## config.mk

```make
export PLATFORM = sky130hd
export DESIGN_NAME = gpio_setclr_ctrl
export DESIGN_NICKNAME = d
export VERILOG_FILES = /design/src/rtl/gpio_pkg.sv /design/src/rtl/gpio_addr_dec.sv /design/src/rtl/gpio_in_sync.sv /design/src/rtl/gpio_pin_regs.sv /design/src/rtl/gpio_setclr_ctrl.sv
export SDC_FILE = /design/constraint.sdc
export NUM_CORES = 1
export LEC_CHECK = 0
export BUFFER_PORTS_ARGS = -buffer_cell sky130_fd_sc_hd__clkbuf_2
export CAP_MARGIN = 20
export CORE_AREA = 3 3 100 102
export DETAILED_ROUTE_END_ITERATION = 8
export DIE_AREA = 0 0 103 105
export GPL_TIMING_DRIVEN = 1
export PLACE_DENSITY = 0.7
export SKIP_LAST_GASP = 1
export SYNTH_ARGS = -nofsm -noshare
export SYNTH_HDL_FRONTEND = slang
export SYNTH_SLANG_ARGS = --single-unit
```

## constraint.sdc

```tcl
create_clock -name clk -period 3.1 [get_ports clk]
set_input_delay 0.31 -clock clk [delete_from_list [all_inputs] [get_ports clk]]
set_output_delay 0.31 -clock clk [all_outputs]
set_load 0.02 [all_outputs]
```

## src/rtl/gpio_pkg.sv

```systemverilog
package gpio_pkg;
  localparam int unsigned OFS_INPUT   = 32'h080;
  localparam int unsigned OFS_SET     = 32'h088;
  localparam int unsigned OFS_CLEAR   = 32'h090;
  localparam int unsigned OFS_HI_BASE = 32'h100;
  localparam int unsigned LO_PINS     = 16;
  localparam int unsigned STRIDE      = 8;

  // Byte offset of a pin's configuration word; the map restarts after pin 15.
  function automatic int unsigned cfg_offset(input int unsigned pin);
    if (pin < LO_PINS) return STRIDE * pin;
    return OFS_HI_BASE + STRIDE * (pin - LO_PINS);
  endfunction
endpackage

```

## src/rtl/gpio_addr_dec.sv

```systemverilog
module gpio_addr_dec #(
  parameter int NUM_PINS = 20,
  parameter int ADDR_W   = 12
) (
  input  logic              clk,
  input  logic              rst_n,
  input  logic [ADDR_W-1:0] addr,
  output logic [NUM_PINS-1:0] hit_cfg,
  output logic              hit_input,
  output logic              hit_set,
  output logic              hit_clear,
  output logic              hit_any
);
  import gpio_pkg::*;

  localparam logic [ADDR_W-1:0] A_INPUT = ADDR_W'(OFS_INPUT);
  localparam logic [ADDR_W-1:0] A_SET   = ADDR_W'(OFS_SET);
  localparam logic [ADDR_W-1:0] A_CLEAR = ADDR_W'(OFS_CLEAR);

  for (genvar p = 0; p < NUM_PINS; p++) begin : g_cfg
    localparam logic [ADDR_W-1:0] A_CFG = ADDR_W'(cfg_offset(p));
    assign hit_cfg[p] = (addr == A_CFG);
  end

  assign hit_input = (addr == A_INPUT);
  assign hit_set   = (addr == A_SET);
  assign hit_clear = (addr == A_CLEAR);
  assign hit_any   = hit_input | hit_set | hit_clear | (|hit_cfg);

  // At most one register answers any address (R8: no aliasing)
  assert_onehot_sel_R8: assert property (@(posedge clk) disable iff (!rst_n)
    $onehot0({hit_cfg, hit_input, hit_set, hit_clear}));
endmodule

```

## src/rtl/gpio_in_sync.sv

```systemverilog
module gpio_in_sync #(
  parameter int WIDTH = 20
) (
  input  logic             clk,
  input  logic             rst_n,
  input  logic [WIDTH-1:0] raw,
  output logic [WIDTH-1:0] synced
);
  logic [WIDTH-1:0] stage1_q, stage2_q;

  always_ff @(posedge clk) begin
    if (!rst_n) begin
      stage1_q <= '0;
      stage2_q <= '0;
    end else begin
      stage1_q <= raw;
      stage2_q <= stage1_q;
    end
  end

  assign synced = stage2_q;

  // Check latency only once two edges have passed since reset
  logic [1:0] settle_q;
  always_ff @(posedge clk) begin
    if (!rst_n) settle_q <= '0;
    else if (settle_q != 2'd2) settle_q <= settle_q + 2'd1;
  end

  assert_sync_latency_R7: assert property (@(posedge clk) disable iff (!rst_n)
    (settle_q == 2'd2) |-> (synced == $past(raw, 2)));
endmodule

```

## src/rtl/gpio_pin_regs.sv

```systemverilog
module gpio_pin_regs #(
  parameter int NUM_PINS = 20
) (
  input  logic                clk,
  input  logic                rst_n,
  input  logic                wr_set,
  input  logic                wr_clear,
  input  logic [NUM_PINS-1:0] wr_cfg,
  input  logic [NUM_PINS-1:0] mask,
  input  logic                oe_bit,
  output logic [NUM_PINS-1:0] out_q,
  output logic [NUM_PINS-1:0] oe_q
);
  always_ff @(posedge clk) begin
    if (!rst_n) begin
      out_q <= '0;
    end else if (wr_set) begin
      out_q <= out_q | mask;
    end else if (wr_clear) begin
      out_q <= out_q & ~mask;
    end
  end

  for (genvar p = 0; p < NUM_PINS; p++) begin : g_oe
    always_ff @(posedge clk) begin
      if (!rst_n)         oe_q[p] <= 1'b0;
      else if (wr_cfg[p]) oe_q[p] <= oe_bit;
    end
  end

  assert_set_bits_R2: assert property (@(posedge clk) disable iff (!rst_n)
    wr_set |=> ((out_q & $past(mask)) == $past(mask)));
  assert_clear_bits_R3: assert property (@(posedge clk) disable iff (!rst_n)
    wr_clear |=> ((out_q & $past(mask)) == '0));
  assert_unmasked_keep_R2: assert property (@(posedge clk) disable iff (!rst_n)
    (wr_set | wr_clear) |=> ((out_q & ~$past(mask)) == ($past(out_q) & ~$past(mask))));
  assert_out_hold_R8: assert property (@(posedge clk) disable iff (!rst_n)
    !(wr_set | wr_clear) |=> $stable(out_q));
  assert_oe_hold_R4: assert property (@(posedge clk) disable iff (!rst_n)
    (wr_cfg == '0) |=> $stable(oe_q));
endmodule

```

## src/rtl/gpio_setclr_ctrl.sv

```systemverilog
module gpio_setclr_ctrl #(
  parameter int NUM_PINS = 20,
  parameter int ADDR_W   = 12,
  parameter int DATA_W   = 64
) (
  input  logic                clk,
  input  logic                rst_n,
  input  logic [ADDR_W-1:0]   bus_addr,
  input  logic                bus_wr,
  input  logic [DATA_W-1:0]   bus_wdata,
  output logic [DATA_W-1:0]   bus_rdata,
  input  logic [NUM_PINS-1:0] pin_in,
  output logic [NUM_PINS-1:0] pin_out,
  output logic [NUM_PINS-1:0] pin_oe
);
  logic [NUM_PINS-1:0] hit_cfg;
  logic hit_input, hit_set, hit_clear, hit_any;
  logic [NUM_PINS-1:0] in_synced;

  gpio_addr_dec #(.NUM_PINS(NUM_PINS), .ADDR_W(ADDR_W)) u_dec (
    .clk(clk), .rst_n(rst_n), .addr(bus_addr),
    .hit_cfg(hit_cfg), .hit_input(hit_input), .hit_set(hit_set),
    .hit_clear(hit_clear), .hit_any(hit_any)
  );

  gpio_in_sync #(.WIDTH(NUM_PINS)) u_sync (
    .clk(clk), .rst_n(rst_n), .raw(pin_in), .synced(in_synced)
  );

  gpio_pin_regs #(.NUM_PINS(NUM_PINS)) u_regs (
    .clk(clk), .rst_n(rst_n),
    .wr_set(bus_wr & hit_set),
    .wr_clear(bus_wr & hit_clear),
    .wr_cfg({NUM_PINS{bus_wr}} & hit_cfg),
    .mask(bus_wdata[NUM_PINS-1:0]),
    .oe_bit(bus_wdata[0]),
    .out_q(pin_out),
    .oe_q(pin_oe)
  );

  // Mask bits above the pin count and reserved config bits are dropped
  logic unused_wdata_hi;
  assign unused_wdata_hi = ^bus_wdata[DATA_W-1:NUM_PINS];

  always_comb begin
    bus_rdata = '0;
    if (hit_input) bus_rdata[NUM_PINS-1:0] = in_synced;
    if (|(hit_cfg & pin_oe)) bus_rdata[0] = 1'b1;
  end

  assert_unmapped_reads_zero_R8: assert property (@(posedge clk) disable iff (!rst_n)
    (!hit_any | hit_set | hit_clear) |-> (bus_rdata == '0));
  assert_cfg_upper_zero_R6: assert property (@(posedge clk) disable iff (!rst_n)
    (|hit_cfg) |-> (bus_rdata[DATA_W-1:1] == '0));
endmodule

```

==> run_results.csv, run 1 <==
group,metric,value,unit
placed_design,place_hpwl,5640,um
routing,wl_met1,3520,um
clocking,cts-root-buf,"clkbuf_8",
sta,finalCriticalPeriod,2530,ps
routing,wl_per_cell,12.8,um
routing,drt_iter0_markers,280,
sta,fin_skew,9.54,ps
global_route,grt_antenna_before_repair,0,
routing,drc,0,
worst_setup_path,cpMostUsedCell,"clkbuf_2",
power_and_ir_drop,total_power,0.00205,W
power_and_ir_drop,power.switching,0.000539,W
synthesis,synth_top_cell_area_share,43.8,%
synthesis,ys_ff_latch,80,
worst_setup_path,crit_slowest_cell,"or4_1",
synthesis,synth_common_cells,"80 x dfxtp_1, 59 x and2_1, 47 x buf_4, 39 x nor2b_1, 33 x nand2_1",
worst_setup_path,cp_max_fo,21,
sta,holdWs,156,ps
synthesis,synth.distinct_cells,41,
routing,wl_met3,751,um
clocking,cts_tree,"built",
routing,dr_wl_met2,3630,um
sta,setup_tns,0,ps
placed_design,gp_congestion,0.857,
clocking,clk_pin_slew_worst_paths,90,ps
power_and_ir_drop,p_per_area,472,nW/um2
sta,hold_viol_final,0,
cells_and_area,area_growth,18.6,%
synthesis,yosysMostFrequentCell,"dfxtp_1",
worst_setup_path,worstPathArrival,2220,ps
floorplanning,core_area,9200,um2
global_route,grt-ovfl-total,0,
sta,worst_pin_slew,651,ps
power_and_ir_drop,p_clk_share,40.5,%
clocking,cts.path.max_buffers,2,
synthesis,synth_largest_area_cell,"dfxtp_1",
cells_and_area,num_antenna_cells,0,
worst_setup_path,startpoint_type,"input port",
routing,firstDrtPassIters,5,
floorplanning,rows,35,
min_path,hold_path.class,"in2reg",
worst_setup_path,cp.required,2790,ps
routing,routed_wl,7970,um
worst_setup_path,cpPeakStageDelay,560,ps
floorplanning,ios,203,
routing,highest_layer,"met4",
floorplanning,start_util,39.8,%
clocking,cts_max_level,3,
clocking,post-cts-setup-buffers,0,
worst_setup_path,r2r_slack,2390,ps
status,outcome,"completed",
routing,ant_nets,0,
cells_and_area,fin_nets,604,
sta,rsz0062_at_grt,"no",
power_and_ir_drop,comb_power_share,8.1,%
placed_design,port_buffers,114,
sta,slew-limit-headroom,56.3,%
synthesis,ys_seq_area_share,43.8,%
synthesis,async_reset_ff_share,0,%
clocking,cts_resized,0,
routing,drt-vias-per-instance,4.73,
power_and_ir_drop,swShare,26.3,%
sta,finalCritPeriodShare,81.7,%
global_route,grt_max_degree,81,
global_route,first_global_vias,2653,
synthesis,ys_top_cells_by_area,"dfxtp_1 44%, and2_1 10%, buf_4 9.6%, nor2b_1 6.7%, mux2i_1 5.7%",
clocking,insertion_delay,350,ps
global_route,grt_usage,14.7,%
cells_and_area,drive_gt1_share,27.8,%
clocking,cts_hold_buf,0,
placed_design,placed_area,4110,um2
power_and_ir_drop,max-vdd-ir-drop,370,uV
sta,clock.fmax,395,MHz
synthesis,synth_edf_count,0,
power_and_ir_drop,p_leak,1.89,nW
worst_setup_path,crit_path_end_kind,"output pin",
clocking,cts_sinks,80,
cells_and_area,nFillCells,916,
clocking,numCtsBuffers,9,
sta,setup_viol,0,
floorplanning,die_h,105,um
worst_setup_path,crit_type,"in2out",
sta,maxSlewViolCount,0,
synthesis,ys_warn_count,0,
power_and_ir_drop,seqPwrFrac,51.4,%
global_route,grt_first_pass_wirelength,12700,um
power_and_ir_drop,p_int,0.00151,W
synthesis,postSynthAreaPerCell,9.13,um2
floorplanning,die_area,10800,um2
routing,num_vias,2940,
floorplanning,fp.dieW,103,um
synthesis,synth_ff_type,"dfxtp_1",
job,drv_cap,0,
synthesis,synthesis.instances,401,
worst_setup_path,path_cells,"clkbuf_2, mux2_2, a22o_1, a21oi_1, nor4_1, or4_1, clkbuf_2",
synthesis,syn_area,3660,um2
cells_and_area,fin_area,4340,um2
## power groups by stage
stage                     registers (W)  logic, W  clock network (W)
after detailed placement        0.00108  0.000162                  0
final                           0.00105  0.000166           0.000830
after global placement          0.00108  0.000159                  0
after CTS                       0.00105  0.000162           0.000856
after floorplan                 0.00108  0.000154                  0
after global routing            0.00106  0.000185           0.000898
## critical path: cells and delay by family
family,cells,cell delay (ps)
AND/OR/NAND/NOR,2,620
buffers and inverters,2,500
AO/OA/AOI/OAI,2,400
multiplexers,1,390
## routing by layer
layer / up-vias / track usage, %
li1: 1466 / -
met1: 1338 / 19.1
met2: 129 / 23.1
met3: 7 / 5.34
met4: 0 / 3.61
met5: - / 0
## layout make-up
class	instances	area (um2)	share of cell area [%]
Tap cell	111	139	3.20
Clock buffer	10	138	3.17
Timing Repair Buffer	117	606	14.0
Multi-Input combinational cell	296	1780	41.0
Inverter	1	3.75	0.0865
Sequential cell	80	1600	36.9
Clock inverter	6	73.8	1.70
## stage by stage
stage                     util (%)  std cells  worst slack [ps]
after global routing          47.2        621               516
after floorplan                  -        444              1140
after global placement        44.7        604               612
after detailed placement      44.7        604               618
final                         47.2        621               567
after CTS                     47.0        620               585
## cells by family (layout without fill, tap and decap cells)
logic type      Yosys count  in the layout  share of synthesized area (%)
simple gates            194            194                           31.0
compound gates           36             36                           7.04
other cells               1             44                          0.102
flops                    80             80                           43.8
mux                      22             22                           6.05
buf+inv                  68            134                           12.1
## layout by cell type (no fill, tap or decap), types with 2 or more instances in the layout
cell type     n
buf_4         2
clkinvlp_4    2
nand4_1       5
and3_1        3
or4_1         2
nand2_1      33
nor3_1        6
a21oi_1       2
clkbuf_8     10
nor4_1        3
nand3_1      11
or4_4         2
and2_1       59
inv_6         2
a22oi_1      20
conb_1       44
clkbuf_2    114
nor3b_1       2
nor2_1       15
dfxtp_1      80
o21ai_0       4
nor4_2        2
a21boi_0      3
mux2i_1      21
nor2b_1      39
nand3b_1      4
or4b_2        2
## final timing paths
path / startpoint / endpoint / cells after the start
setup reg to reg: u_regs.oe_q[13] / u_regs.oe_q[13] / 2
hold / removal: pin_in[16] / u_sync.stage1_q[16] / 2
setup / recovery: bus_addr[5] / bus_rdata[0] / 7
hold reg to reg: u_sync.stage1_q[0] / u_sync.synced[0] / 1
Note: power is estimated with default switching activity, not from simulation.
==> run 2: changes to the inputs <==
- ABC_AREA: unset -> 1
- CORE_AREA: 3 3 100 102 -> 3 3 101 103
- DIE_AREA: 0 0 103 105 -> 0 0 104 106
- PLACE_DENSITY: 0.7 -> 0.72
- clock period: 3.1 -> 2.2 ns (I/O delays scaled with it)
==> run_results.csv, run 2 <==
group,metric,value,unit
status,outcome,"completed",
synthesis,postSynthAreaPerCell,7.21,um2
synthesis,synth_largest_area_cell,"dfxtp_1",
power_and_ir_drop,total_power,0.00280,W
global_route,grt_usage,14.6,%
synthesis,synth_common_cells,"114 x inv_1, 80 x dfxtp_1, 66 x nand3_1, 59 x nand2_1, 47 x buf_4",
worst_setup_path,worstPathArrival,1590,ps
synthesis,ys_warn_count,0,
placed_design,port_buffers,114,
placed_design,placed_area,4190,um2
routing,num_vias,3247,
cells_and_area,postLayoutCoreUtil,47.3,%
job,drv_cap,0,
floorplanning,rows,35,
floorplanning,core_area,9280,um2
floorplanning,ios,203,
power_and_ir_drop,power.switching,0.000809,W
clocking,cts_resized,0,
routing,wl_per_cell,10.9,um
min_path,hold_path.class,"in2reg",
sta,finalCriticalPeriod,1810,ps
power_and_ir_drop,p_leak,2.30,nW
cells_and_area,fin_area,4390,um2
synthesis,synthesis.instances,514,
power_and_ir_drop,p_clk_share,38.5,%
sta,maxSlewViolCount,0,
power_and_ir_drop,swShare,28.9,%
routing,drc,0,
synthesis,yosysMostFrequentCell,"inv_1",
clocking,cts_hold_buf,0,
floorplanning,start_util,39.9,%
synthesis,synth_top_cell_area_share,43.2,%
sta,setup_tns,0,ps
synthesis,ys_top_cells_by_area,"dfxtp_1 43%, inv_1 12%, buf_4 9.5%, nand3_1 8.9%, nand2_1 6.0%",
floorplanning,die_area,11000,um2
clocking,cts.path.max_buffers,2,
clocking,cts_tree,"built",
worst_setup_path,cp_max_fo,19,
cells_and_area,nFillCells,931,
sta,worst_pin_slew,643,ps
power_and_ir_drop,p_per_area,638,nW/um2
routing,ant_nets,0,
cells_and_area,instances_no_fill,756,
sta,fin_skew,8.84,ps
floorplanning,die_h,106,um
clocking,cts_sinks,80,
worst_setup_path,crit_type,"in2out",
sta,rsz0062_at_grt,"no",
clocking,post-cts-setup-buffers,0,
placed_design,dp_cells,740,
synthesis,ys_seq_area_share,43.2,%
synthesis,synth.distinct_cells,20,
power_and_ir_drop,p_int,0.00199,W
cells_and_area,fin_nets,721,
sta,slew-limit-headroom,57.1,%
placed_design,gp_congestion,0.788,
synthesis,synth_ff_type,"dfxtp_1",
synthesis,synth_edf_count,0,
global_route,first_global_vias,2933,
routing,firstDrtPassIters,5,
cells_and_area,mostFrequentLayoutCells,"114 x inv_1, 114 x clkbuf_2, 80 x dfxtp_1",
clocking,clk_pin_slew_worst_paths,100,ps
cells_and_area,num_antenna_cells,0,
worst_setup_path,cp.required,1980,ps
global_route,grt-ovfl-total,0,
clocking,cts_max_level,3,
worst_setup_path,crit_path_end_kind,"output pin",
sta,setup_viol,0,
clocking,cts-root-buf,"clkbuf_8",
routing,routed_wl,8270,um
sta,clock.fmax,551,MHz
global_route,grt_first_pass_wirelength,13300,um
placed_design,place_hpwl,6210,um
global_route,grt_antenna_before_repair,0,
cells_and_area,area_growth,18.4,%
worst_setup_path,startpoint_type,"input port",
synthesis,async_reset_ff_share,0,%
synthesis,ys_ff_latch,80,
clocking,insertion_delay,350,ps
power_and_ir_drop,max-vdd-ir-drop,385,uV
clocking,numCtsBuffers,9,
synthesis,syn_area,3710,um2
routing,drt-vias-per-instance,4.29,
sta,hold_viol_final,0,
power_and_ir_drop,seqPwrFrac,53.2,%
sta,finalCritPeriodShare,82.5,%
floorplanning,fp.dieW,104,um
routing,drt_iter0_markers,112,
cells_and_area,drive_gt1_share,25.0,%
power_and_ir_drop,comb_power_share,8.4,%
global_route,grt_max_degree,51,
[run 2: changes by cell type after synthesis, sizes merged, moves of 5 or more]
| cell | change |
|---|---|
| o21ai | +35 |
| a21oi | +37 |
| nand3 | +56 |
| nand4 | -5 |
| nand2 | +28 |
| a22oi | -20 |
| nor2b | -39 |
| nor4 | -6 |
| nor3 | -5 |
| nor2 | +29 |
| inv | +113 |
| and2 | -59 |
| mux2i | -21 |
[run 2: final timing paths]
kind / start / end / slack [ps] / cells past startpoint
worst min-delay path: pin_in[2] / u_sync.stage1_q[2] / 40 / 3
worst max-delay path: bus_addr[1] / bus_rdata[18] / 390 / 7
worst max register to register: u_regs.oe_q[19] / u_regs.oe_q[19] / 1530 / 2
worst min register to register: u_sync.stage1_q[6] / u_sync.synced[6] / 420 / 2
[run 2: power by group through the flow]
stage               Combinational, W  Clock, W  Sequential (W)
global route                0.000264   0.00118         0.00149
detailed placement          0.000231         0         0.00152
CTS                         0.000233   0.00111         0.00149
floorplan                   0.000218         0         0.00152
finish                      0.000234   0.00108         0.00149
global placement            0.000226         0         0.00152
[run 2: kinds of logic after synthesis]
kind of cell | synth area share (%)
flops | 43.2
compound gates | 11.9
simple gates | 20.8
buf+inv | 24.0
other cells | 0.101
[run 2: area by class of cell]
type	instances	area (um2)	area share [%]
multi-input combinational	297	1380	31.5
clock buffer	9	124	2.82
timing repair buffer	120	616	14.0
inverter	114	428	9.75
tap	129	161	3.68
clock inverter	7	73.8	1.68
sequential	80	1600	36.5
[run 2: stage by stage]
stage / setup WS [ps] / hold WS [ps]
global route: 265 / 33.8
CTS: 380 / 21.2
detailed placement: 384 / 397
finish: 386 / 38.2
global placement: 400 / 391
floorplan: 735 / 313
[run 2: worst max-delay path, cell delays in order]
cell      delay [ps]
clkbuf_2          80
nor2_2           140
nand2_1          140
nor2_4           270
nand2_2          310
nor2_1           230
clkbuf_2         200
[run 2: layer usage]
metal	GRT usage, %	vias to the layer above	part of all wire [%]
li1	-	1696	-
met1	17.3	1421	43
met2	25.4	122	47
met3	4.86	8	8.6
met4	3.99	0	0.94
met5	0	-	0
